<file path="config.mk">
export PLATFORM = sky130hd
export DESIGN_NAME = pwm8_dbuf
export DESIGN_NICKNAME = d
export VERILOG_FILES = /design/src/rtl/pwm8_pkg.sv /design/src/rtl/pwm8_ctrl.sv /design/src/rtl/pwm8_datapath.sv /design/src/rtl/pwm8_dbuf.sv
export SDC_FILE = /design/constraint.sdc
export NUM_CORES = 1
export LEC_CHECK = 0
export ABC_AREA = 1
export BUFFER_PORTS_ARGS = -buffer_cell sky130_fd_sc_hd__buf_2
export CAP_MARGIN = 15
export CORE_UTILIZATION = 61
export DETAILED_ROUTE_END_ITERATION = 6
export PLACE_DENSITY = 0.95
export SYNTH_ARGS = -nofsm -noshare
export SYNTH_HDL_FRONTEND = slang
export SYNTH_SLANG_ARGS = --single-unit
export TNS_END_PERCENT = 50
</file>
<file path="constraint.sdc">
create_clock -name clk -period 4.24 [get_ports clk]
set_input_delay 0.848 -clock clk [delete_from_list [all_inputs] [get_ports clk]]
set_output_delay 0.848 -clock clk [all_outputs]
set_load 0.02 [all_outputs]
</file>
<file path="src/rtl/pwm8_pkg.sv">
package pwm8_pkg;
  localparam int CNT_W   = 8;
  localparam int MODE_W  = 2;
  localparam int N_SPAN  = 2;            // n ranges CNT_W-N_SPAN .. CNT_W

  typedef struct packed {
    logic             adv;               // counter steps this cycle
    logic             ovf;               // end-of-period event this cycle
    logic [CNT_W-1:0] nextCnt;           // value counter would reach
  } pwmStrobe_t;
endpackage

</file>
<file path="src/rtl/pwm8_ctrl.sv">
module pwm8_ctrl
  import pwm8_pkg::*;
(
  input  logic              clk,
  input  logic              rstN,
  input  logic              tick,
  input  logic              run,
  input  logic [MODE_W-1:0] mode,
  output pwmStrobe_t        strb
);
  localparam int SH_W = $clog2(N_SPAN + 1);

  logic [CNT_W-1:0] count;
  logic [CNT_W-1:0] topVal;
  logic [SH_W-1:0]  shiftAmt;
  logic [CNT_W-1:0] incVal;
  logic             advance;
  logic             atTop;

  always_comb begin
    if (int'(mode) >= N_SPAN) shiftAmt = '0;
    else                      shiftAmt = SH_W'(N_SPAN - int'(mode));
    topVal  = {CNT_W{1'b1}} >> shiftAmt;
    incVal  = count + 1'b1;
    advance = run && tick;
    atTop   = (incVal == topVal);
  end

  always_ff @(posedge clk or negedge rstN) begin
    if (!rstN)        count <= '0;
    else if (!run)    count <= '0;
    else if (advance) count <= atTop ? '0 : incVal;
  end

  assign strb.adv     = advance;
  assign strb.ovf     = advance && atTop;
  assign strb.nextCnt = incVal;


  cnt_below_top_chk: assert property (@(posedge clk) disable iff (!rstN)
    run |-> (count < topVal));

  stop_clears_chk: assert property (@(posedge clk) disable iff (!rstN)
    !run |=> (count == '0));

  no_tick_hold_chk: assert property (@(posedge clk) disable iff (!rstN)
    (run && !tick) ##1 run |-> $stable(count));
endmodule

</file>
<file path="src/rtl/pwm8_datapath.sv">
module pwm8_datapath
  import pwm8_pkg::*;
(
  input  logic             clk,
  input  logic             rstN,
  input  pwmStrobe_t       strb,
  input  logic             bufEn,
  input  logic             invEn,
  input  logic             ffClear,
  input  logic             cmpWrEn,
  input  logic [CNT_W-1:0] cmpWrData,
  output logic             pwmOut
);
  logic [CNT_W-1:0] cmpReg;
  logic [CNT_W-1:0] holdReg;
  logic             outFf;
  logic             match;
  logic             flip;

  always_comb begin
    match = strb.adv && !strb.ovf && (strb.nextCnt == cmpReg);
    flip  = invEn && (match || strb.ovf);
  end

  always_ff @(posedge clk or negedge rstN) begin
    if (!rstN) begin
      cmpReg  <= '0;
      holdReg <= '0;
    end else begin
      if (cmpWrEn) holdReg <= cmpWrData;
      if (cmpWrEn && !bufEn)      cmpReg <= cmpWrData;
      else if (bufEn && strb.ovf) cmpReg <= holdReg;
    end
  end

  always_ff @(posedge clk or negedge rstN) begin
    if (!rstN)        outFf <= 1'b0;
    else if (ffClear) outFf <= 1'b0;
    else if (flip)    outFf <= ~outFf;
  end

  assign pwmOut = outFf;


  clear_low_chk: assert property (@(posedge clk) disable iff (!rstN)
    ffClear |=> !pwmOut);

  no_inv_hold_chk: assert property (@(posedge clk) disable iff (!rstN)
    (!invEn && !ffClear) |=> $stable(pwmOut));

  buf_defer_chk: assert property (@(posedge clk) disable iff (!rstN)
    (bufEn && !strb.ovf) |=> $stable(cmpReg));
endmodule

</file>
<file path="src/rtl/pwm8_dbuf.sv">
module pwm8_dbuf
  import pwm8_pkg::*;
(
  input  logic              clk,
  input  logic              rstN,
  input  logic              tick,
  input  logic              run,
  input  logic [MODE_W-1:0] mode,
  input  logic              bufEn,
  input  logic              invEn,
  input  logic              ffClear,
  input  logic              cmpWrEn,
  input  logic [CNT_W-1:0]  cmpWrData,
  output logic              pwmOut
);
  pwmStrobe_t strb;

  pwm8_ctrl uCtrl (
    .clk  (clk),
    .rstN (rstN),
    .tick (tick),
    .run  (run),
    .mode (mode),
    .strb (strb)
  );

  pwm8_datapath uDp (
    .clk       (clk),
    .rstN      (rstN),
    .strb      (strb),
    .bufEn     (bufEn),
    .invEn     (invEn),
    .ffClear   (ffClear),
    .cmpWrEn   (cmpWrEn),
    .cmpWrData (cmpWrData),
    .pwmOut    (pwmOut)
  );
endmodule

</file>
======== Yosys cells after proc, flatten, opt, wreduce, memory -nomap -nowiden ========
Cells that the tools add are included.
storage, ports and cells
  flip-flop bits (word level) ............. 25
  input bits .............................. 18
  logic and storage cells ................. 32
cells by class
  add/subtract/negate cells ............... 2
  $lt $le $gt $ge ......................... 1
  eq/ne operators ......................... 3
  shift operators ......................... 1
  mux-type cells .......................... 8
  bitwise logic cells ..................... 1
  reduce and logical (&&, ||, !) cells .... 12
operators with widths
  operator             count
  $mux 8               5
  $eq 8x8->1           2
  $add 8x1->8 const B  1
  $shr 8x2->8 const A  1
  $logic_and 1x1->1    7
  $reduce_bool 2->1    2
  $ge 2x2->1 const B   1
  $logic_not 1->1      2
  $mux 1               2
  $mux 2               1
  $ne 2x1->1 const B   1
  $sub 2x2->2 const A  1
  $logic_or 1x1->1     1
  $not 1->1            1

======== Logic depth before layout (Yosys ltp) ========
Gate-level depths: netlist of run 1.
  word-level depth ........................ 12
  gate-level depth with buffers ........... 13

======== By module ========
A second synthesis of run 1 with hierarchy kept.
unflattened totals
  cells, all modules ...................... 233
  area, all modules ....................... 1615.3 um^2
by module, submodules not included
  module         instances  cells each  area each (um^2)
  pwm8_datapath  1          123         899.6
  pwm8_ctrl      1          110         715.7

======== Worst setup path before layout of run 1 ========
Ideal clock, no wire load.
  kind .................................... input -> register
  start ................................... input cmpWrEn
  end ..................................... register uDp.cmpReg[5]
  library setup time ...................... 0.117 ns
  arrival time ............................ 1.763 ns
  data required time ...................... 4.123 ns
  setup slack ............................. 2.360 ns
  cell stages on the path ................. 6
  buffers on the path ..................... 2
  cell sequence ........................... clkbuf_1 > nand2_1 > clkbuf_1 > a21oi_1 > nand2_2 > o21ai_2
between the ends
  cells in the longest elaborated chain, start to end .. 2
ends and longest elaborated chain
  element                                      line                 RTL
  from (decl)                                  pwm8_dbuf.sv:12      input logic cmpWrEn,
  $logic_and 1x1->1 (*)                        pwm8_datapath.sv:31  if (cmpWrEn && !bufEn) cmpReg <= cmpWrData;
  $mux 8 or $reduce_bool 2->1 (tied branches)  -
  to (signal assigned)                         pwm8_datapath.sv:31
  to (signal assigned)                         pwm8_datapath.sv:32  else if (bufEn && strb.ovf) cmpReg <= holdReg;
  to (decl)                                    pwm8_datapath.sv:14  logic [CNT_W-1:0] cmpReg;
Mark *: on every way between the ends. The rest lies on a longest branch, timed or not.
A chain may end at the register's enable or synchronous reset.

======== Final worst setup path of run 1 ========
  start ................................... register uCtrl.count[1]
  end ..................................... register uDp.cmpReg[7]
between the ends
  cells in the longest elaborated chain, start to end .. 5
ends and longest elaborated chain
  element                      line                 RTL
  from (decl)                  pwm8_ctrl.sv:13      logic [CNT_W-1:0] count;
  from (signal assigned)       pwm8_ctrl.sv:32      else if (advance) count <= atTop ? '0 : incVal;
  $add 8x1->8                  pwm8_ctrl.sv:24      incVal = count + 1'b1;
  $eq 8x8->1                   pwm8_ctrl.sv:26      atTop = (incVal == topVal);
  $logic_and 1x1->1            pwm8_ctrl.sv:36      assign strb.ovf = advance && atTop;
  $logic_and 1x1->1            pwm8_datapath.sv:32
  $reduce_bool 2->1 (no line)  -
No other way between the ends.

==> flow_summary.yaml, run 1 <==
cts:
  insertion_delay_ps: 330
  cts.sinks: 25
  cts_resized: 0
  cts.htree.levels: 1
  post_cts_buffers: 0
  numCtsBuffers: 3
  cts_max_path_buffers: 2
  clock-root-buffer: "clkbuf_4"
  clk_pin_slew_ps: 140
  cts_tree: "yes"
  cts.hold.buffers_added: 0
global_routing:
  grt_pass1_wl_mm: 4.93
  grt_antenna_before_repair: 0
  grt_max_degree: 26
  gr-usage-all-layers_pct: 25.0
  grt_pass1_vias: 1204
  grt_overflow_total: 0
die:
  dieWidth_um: 51.8
  start_util_pct: 66.4
  dieArea_um2: 2680
  core_area_um2: 2280
  die_h_um: 51.8
  boundaryPins: 19
  row_count: 17
routing:
  postRouteWirelength_mm: 2.87
  route.layer.met1.wl_mm: 1.36
  drcViolationCount: 0
  wl_met3_um: 105
  top_layer: "met4"
  dr_wl_met2_mm: 1.37
  vias: 1345
  wl_per_cell_um: 11.2
  vias_per_cell: 5.25
  postRouteAntennaNets: 0
  drt_iter0_drc: 43
  dr.pass1.iters: 5
sta:
  fin_ws_ps: 2230
  rsz0062_at_grt: "no"
  setup_viol: 0
  final.period_utilization_pct: 47.4
  fmax_ghz: 0.497
  skew_ps: 3.99
  holdWs_ps: 477
  final_max_slew_viol_count: 0
  worst_slew_pin_slew_ps: 562
  finalSetupTns_ps: 0
  layout_min_cycle_time_ps: 2010
  relSlewSlack_pct: 62.5
  hold_viol_final: 0
logic_synthesis:
  ys_warn_count: 0
  ys_seq_area_share_pct: 41.4
  synth.avg_cell_area_um2: 7.20
  ys_ff_latch: 25
  syn_inst: 210
  yosysUniqueCellTypes: 24
  syn_area_um2: 1510
  synth_fp_nets: 230
placement:
  detailedPlace.worstSlack_ps: 2220
  port_buffers: 18
  place_area_um2: 1610
  dp_hpwl_mm: 2.23
  gp_congestion: 0.880
power:
  power_leakage_nw: 0.840
  peakVddDrop_uv: 315
  p_total_w: 0.000517
  power_density_nw_per_um2: 316
worst_setup_path:
  cp-end-kind: "flop"
  start_kind: "flop"
  required_ps: 4500
  cp_max_fo: 14
  path_class: "flop to flop"
  arrival_ps: 2270
cells_and_area:
  areaGrowthSynthToFinish_pct: 8.20
  final_cell_area_um2: 1640
  final_common_cell: "nand2_1"
  fillers: 188
  antennaDiodeCount: 0
  fin_nets: 249
  multiInputGateArea_um2: 738
  register_area_um2: 626
  drive_gt1_share_pct: 16.2
  layout_common_cells: "nand2_1, inv_1, nand3_1, dfrtp_1"
min_path:
  hold_class: "input pin to asynchronous set/reset pin"
flow_run:
  drv_cap: 0
run_status:
  status: "finished clean"
==> final timing paths <==
check                                                start                         end  slack (ps)  depth (start not counted)
worst max-delay path            uCtrl.count[1]$_DFFE_PN0P_   uDp.cmpReg[7]$_DFFE_PN0P_        2230                         11
worst min-delay path                                  rstN  uCtrl.count[0]$_DFFE_PN0P_         480                          1
worst max register to register  uCtrl.count[1]$_DFFE_PN0P_   uDp.cmpReg[7]$_DFFE_PN0P_        2230                         11
worst min register to register  uDp.holdReg[4]$_DFFE_PN0P_  uDp.holdReg[4]$_DFFE_PN0P_         540                          2
max in group asynchronous                             rstN      uDp.pwmOut$_DFFE_PN0P_        3400                          1
min in group clk                uDp.holdReg[4]$_DFFE_PN0P_  uDp.holdReg[4]$_DFFE_PN0P_         540                          2
==> metrics by stage <==
step,cells,utilization (%)
final,256,71.9
after detailed placement,252,70.5
after CTS,256,71.9
after floorplan,210,-
after global routing,256,71.9
after global placement,252,70.5
==> flip-flops by register name (all words and copies together) (netlist names) <==
register     flops
uDp.cmpReg       8
uDp.holdReg      8
uCtrl.count      8
uDp.pwmOut       1
==> Yosys cell counts <==
master | n | share of area, %
clkbuf_1 | 3 | 0.74
xor2_1 | 2 | 1.2
nand3b_1 | 1 | 0.50
ha_1 | 2 | 1.7
dfrtp_1 | 25 | 41
nor2_1 | 18 | 4.5
o21ai_0 | 14 | 4.6
nand4_1 | 1 | 0.41
nand4_2 | 1 | 0.83
inv_1 | 30 | 7.5
a21oi_2 | 1 | 0.58
buf_12 | 1 | 1.3
o21ai_2 | 2 | 1.2
nand2_1 | 55 | 14
nand3_1 | 25 | 8.3
nand2_2 | 6 | 2.5
o22ai_1 | 3 | 1.2
o21bai_1 | 1 | 0.50
a21oi_1 | 10 | 3.3
o21ai_1 | 4 | 1.3
nand2_4 | 1 | 0.74
inv_2 | 1 | 0.25
nor2_4 | 2 | 1.5
or2_2 | 1 | 0.41
==> power by group <==
part	total [W]	internal, W	switching, W
clock	0.000112	0.0000362	0.0000757
combinational	0.000119	0.0000470	0.0000721
sequential	0.000286	0.000264	0.0000221
==> per-layer routing <==
metal | global-route usage, % | vias up
met5 | 0 | -
met4 | 10.8 | 0
met3 | 3.51 | 5
met2 | 43.7 | 36
met1 | 30.4 | 599
li1 | - | 705
==> cells by family after synthesis <==
logic type	count (synthesis)	share of synthesized area, %
AND/OR/NAND/NOR	111	33.3
AO/OA/AOI/OAI	35	12.7
buffers and inverters	35	9.77
flip-flops	25	41.4
XOR/XNOR	2	1.16
adder cells (fa/ha/maj)	2	1.66
==> final cells by class <==
| class | count | share of cell area (%) |
|---|---|---|
| well taps | 28 | 2.14 |
| repair buffers | 18 | 5.51 |
| clock buffers | 3 | 1.38 |
| inverters | 31 | 7.12 |
| clock inverters | 1 | 0.459 |
| multi-input cells | 150 | 45.1 |
| flip-flops and latches | 25 | 38.3 |
==> worst max-delay path, stage by stage, from the launching register on <==
cell	delay, ps
dfrtp_1	480
ha_1	220
nand2_2	100
nor2_4	130
nand2_1	90
nand2_1	120
nand3_1	110
a21oi_2	160
nand4_2	160
nand2_4	200
nand2_1	80
o21ai_1	90
Power figures use the tool's default switching activity.
==> inputs of run 2 (changes only) <==
--- a/config.mk
+++ b/config.mk
@@ -5,12 +5,12 @@
 export SDC_FILE = /design/constraint.sdc
 export NUM_CORES = 1
 export LEC_CHECK = 0
-export ABC_AREA = 1
+export ABC_AREA = 0
 export BUFFER_PORTS_ARGS = -buffer_cell sky130_fd_sc_hd__buf_2
 export CAP_MARGIN = 15
-export CORE_UTILIZATION = 61
+export CORE_UTILIZATION = 56
 export DETAILED_ROUTE_END_ITERATION = 6
-export PLACE_DENSITY = 0.95
+export PLACE_DENSITY = 0.9
 export SYNTH_ARGS = -nofsm -noshare
 export SYNTH_HDL_FRONTEND = slang
 export SYNTH_SLANG_ARGS = --single-unit
==> constraint.sdc (replaced) <==
create_clock -name clk -period 1.9 [get_ports clk]
set_input_delay 0.38 -clock clk [delete_from_list [all_inputs] [get_ports clk]]
set_output_delay 0.38 -clock clk [all_outputs]
set_load 0.02 [all_outputs]
==> flow_summary.yaml, run 2 <==
run_status:
  status: "finished with violations"
  failed_checks: "setup timing"
min_path:
  hold_class: "input pin to asynchronous set/reset pin"
die:
  boundaryPins: 19
  row_count: 17
  start_util_pct: 62.0
  core_area_um2: 2320
  dieWidth_um: 52.6
  dieArea_um2: 2770
  die_h_um: 52.6
sta:
  fin_ws_ps: -262
  rsz0062_at_grt: "yes"
  holdWs_ps: 14.1
  final_max_slew_viol_count: 0
  skew_ps: 10.2
  fmax_ghz: 0.463
  relSlewSlack_pct: 62.6
  worst_slew_pin_slew_ps: 562
  hold_viol_final: 0
  layout_min_cycle_time_ps: 2160
  final.period_utilization_pct: 114
  setup_viol: 16
logic_synthesis:
  synthTopCellsByCount: "dfrtp_1, nand2_1, mux2i_1, mux2_2"
  ys_warn_count: 0
  synthTopCellsByArea: "dfrtp_1, mux2i_1, mux2_2"
  synth.avg_cell_area_um2: 10.3
  synthArstFlopShare_pct: 100
  synth_fp_nets: 160
  ys_ff_latch: 25
  syn_area_um2: 1440
  syn_inst: 140
  synth_edf_count: 0
  synth_top_area_share_pct: 43.6
  yosys.area.top_type: "dfrtp_1"
  synthFlopType: "dfrtp_1"
  yosysUniqueCellTypes: 36
  ys_seq_area_share_pct: 43.6
  synth_most_common_cell: "dfrtp_1"
worst_setup_path:
  worst-path-stages: 10
  start_kind: "flop"
  required_ps: 2140
  path_class: "flop to flop"
  critical_path.top_delay_family: "simple AND/OR/NAND/NOR gates"
  cp_slowest_cell: "dfrtp_1"
  crit_top_cell: "buf_6"
  cp-end-kind: "flop"
  r2r_cells: 10
  slowest_delay_ps: 450
  cp_max_fo: 5
  cp_cell_sequence: "buf_6, inv_1, ha_1, and3_1, nand3_2, a211oi_4, buf_6, buf_4, or3_2, a31oi_1"
  critPathBufInv: 4
  arrival_ps: 2400
cells_and_area:
  antennaDiodeCount: 0
  largestRegisters: "uCtrl.count: 8 flops, uDp.cmpReg: 8 flops, uDp.holdReg: 8 flops"
  final_common_cell: "dfrtp_1"
  fin_util_pct: 77.3
  drive_gt1_share_pct: 37.9
  fillers: 160
  fin_nets: 195
  layout_common_cells: "dfrtp_1, buf_2, buf_4"
  areaGrowthSynthToFinish_pct: 24.7
routing:
  postRouteWirelength_mm: 3.18
  vias_per_cell: 6.05
  dr.pass1.iters: 5
  vias: 1222
  drt_iter0_drc: 29
  wl_per_cell_um: 15.7
  postRouteAntennaNets: 0
  drcViolationCount: 0
global_routing:
  grt_antenna_before_repair: 0
  gr-usage-all-layers_pct: 26.6
  grt_pass1_wl_mm: 5.33
  grt_overflow_total: 0
  grt_pass1_vias: 1276
  grt_max_degree: 26
cts:
  cts.htree.levels: 1
  clk_pin_slew_ps: 150
  insertion_delay_ps: 330
  clock-root-buffer: "clkbuf_4"
  cts.hold.buffers_added: 0
  cts.sinks: 25
  numCtsBuffers: 3
  cts_tree: "yes"
  cts_max_path_buffers: 2
flow_run:
  drv_cap: 0
placement:
  dp_hpwl_mm: 2.33
  gp_congestion: 0.903
  port_buffers: 18
power:
  power_leakage_nw: 0.810
  peakVddDrop_uv: 613
  power_density_nw_per_um2: 657
run 2: cell count changes after synthesis, moves of 6 or more:
cell,before,now
nand2_1,55,16
inv_1,30,4
nand3_1,25,5
nor2_1,18,3
o21ai_0,14,4
mux2i_1,0,9
mux2_2,0,8
xnor2_1,0,7
a31oi_1,0,6
nand2_2,6,0
run 2: through the flow:
stage	instance area, µm²	instances	worst slack [ps]	power [W]	setup TNS [ps]
floorplan	1460	140	-239	0.000808	-2640
global placement	1670	196	-269	0.000892	-3320
CTS	1770	202	-194	0.00117	-2450
finish	1790	202	-262	0.00118	-2650
global route	1790	202	-330	0.00123	-3960
detailed placement	1670	196	-411	0.000912	-5140
run 2: routing by layer:
| metal | vias to the layer above | routed length (µm) | share of wire (%) | GRT usage [%] |
|---|---|---|---|---|
| met4 | 0 | 166 | 5.2 | 14.9 |
| met3 | 16 | 161 | 5.1 | 4.93 |
| met5 | - | 0 | 0 | 0 |
| li1 | 575 | - | - | - |
| met2 | 60 | 1670 | 53 | 48.5 |
| met1 | 571 | 1180 | 37 | 28.1 |
run 2: worst reg2reg max path, cell delays in order (launching register included):
cell,delay (ps)
dfrtp_1,450
buf_6,130
inv_1,50
ha_1,190
and3_1,200
nand3_2,100
a211oi_4,40
buf_6,150
buf_4,140
or3_2,460
a31oi_1,180
run 2: worst paths after layout:
kind | start | end | slack [ps]
max | uCtrl.count[0]$_DFFE_PN0P_ | uCtrl.count[2]$_DFFE_PN0P_ | -260
min | rstN | uCtrl.count[4]$_DFFE_PN0P_ | 10
max reg2reg | uCtrl.count[0]$_DFFE_PN0P_ | uCtrl.count[2]$_DFFE_PN0P_ | -260
min reg2reg | uDp.cmpReg[0]$_DFFE_PN0P_ | uDp.cmpReg[0]$_DFFE_PN0P_ | 520
max in group asynchronous | rstN | uDp.holdReg[1]$_DFFE_PN0P_ | 1510
min in group clk | ffClear | uDp.pwmOut$_DFFE_PN0P_ | 180
run 2: power by group:
part | internal (W) | switching, W
combinational | 0.000142 | 0.000151
sequential | 0.000588 | 0.0000438
clock | 0.0000806 | 0.000171
run 2: final cells by class:
type                    count  area [µm²]  share of cell area, %
multi-input cells         105         853                   47.6
flip-flops and latches     25         626                   34.9
repair buffers             36         233                   13.0
well taps                  28        35.0                   1.96
clock buffers               3        22.5                   1.26
inverters                   4        15.0                  0.838
clock inverters             1        7.51                  0.419
run 2: what timing repair did:
item	in CTS	in global routing
setup buffers	1	0
pin swaps	5	1
resized for setup	8	3
cloned	1	0
endpoints found under the setup margin	16	16
run 2: logic make-up (layout without fill, tap and decap cells):
group | after synthesis | in the layout | synth area share (%)
AOI/OAI and AO/OA | 32 | 33 | 16.1
adders and majority gates | 2 | 2 | 1.74
buffers and inverters | 11 | 44 | 3.75
muxes | 17 | 17 | 12.5
xor gates and xnor gates | 14 | 14 | 8.54
and+or+nand+nor | 39 | 39 | 13.8
DFF | 25 | 25 | 43.6
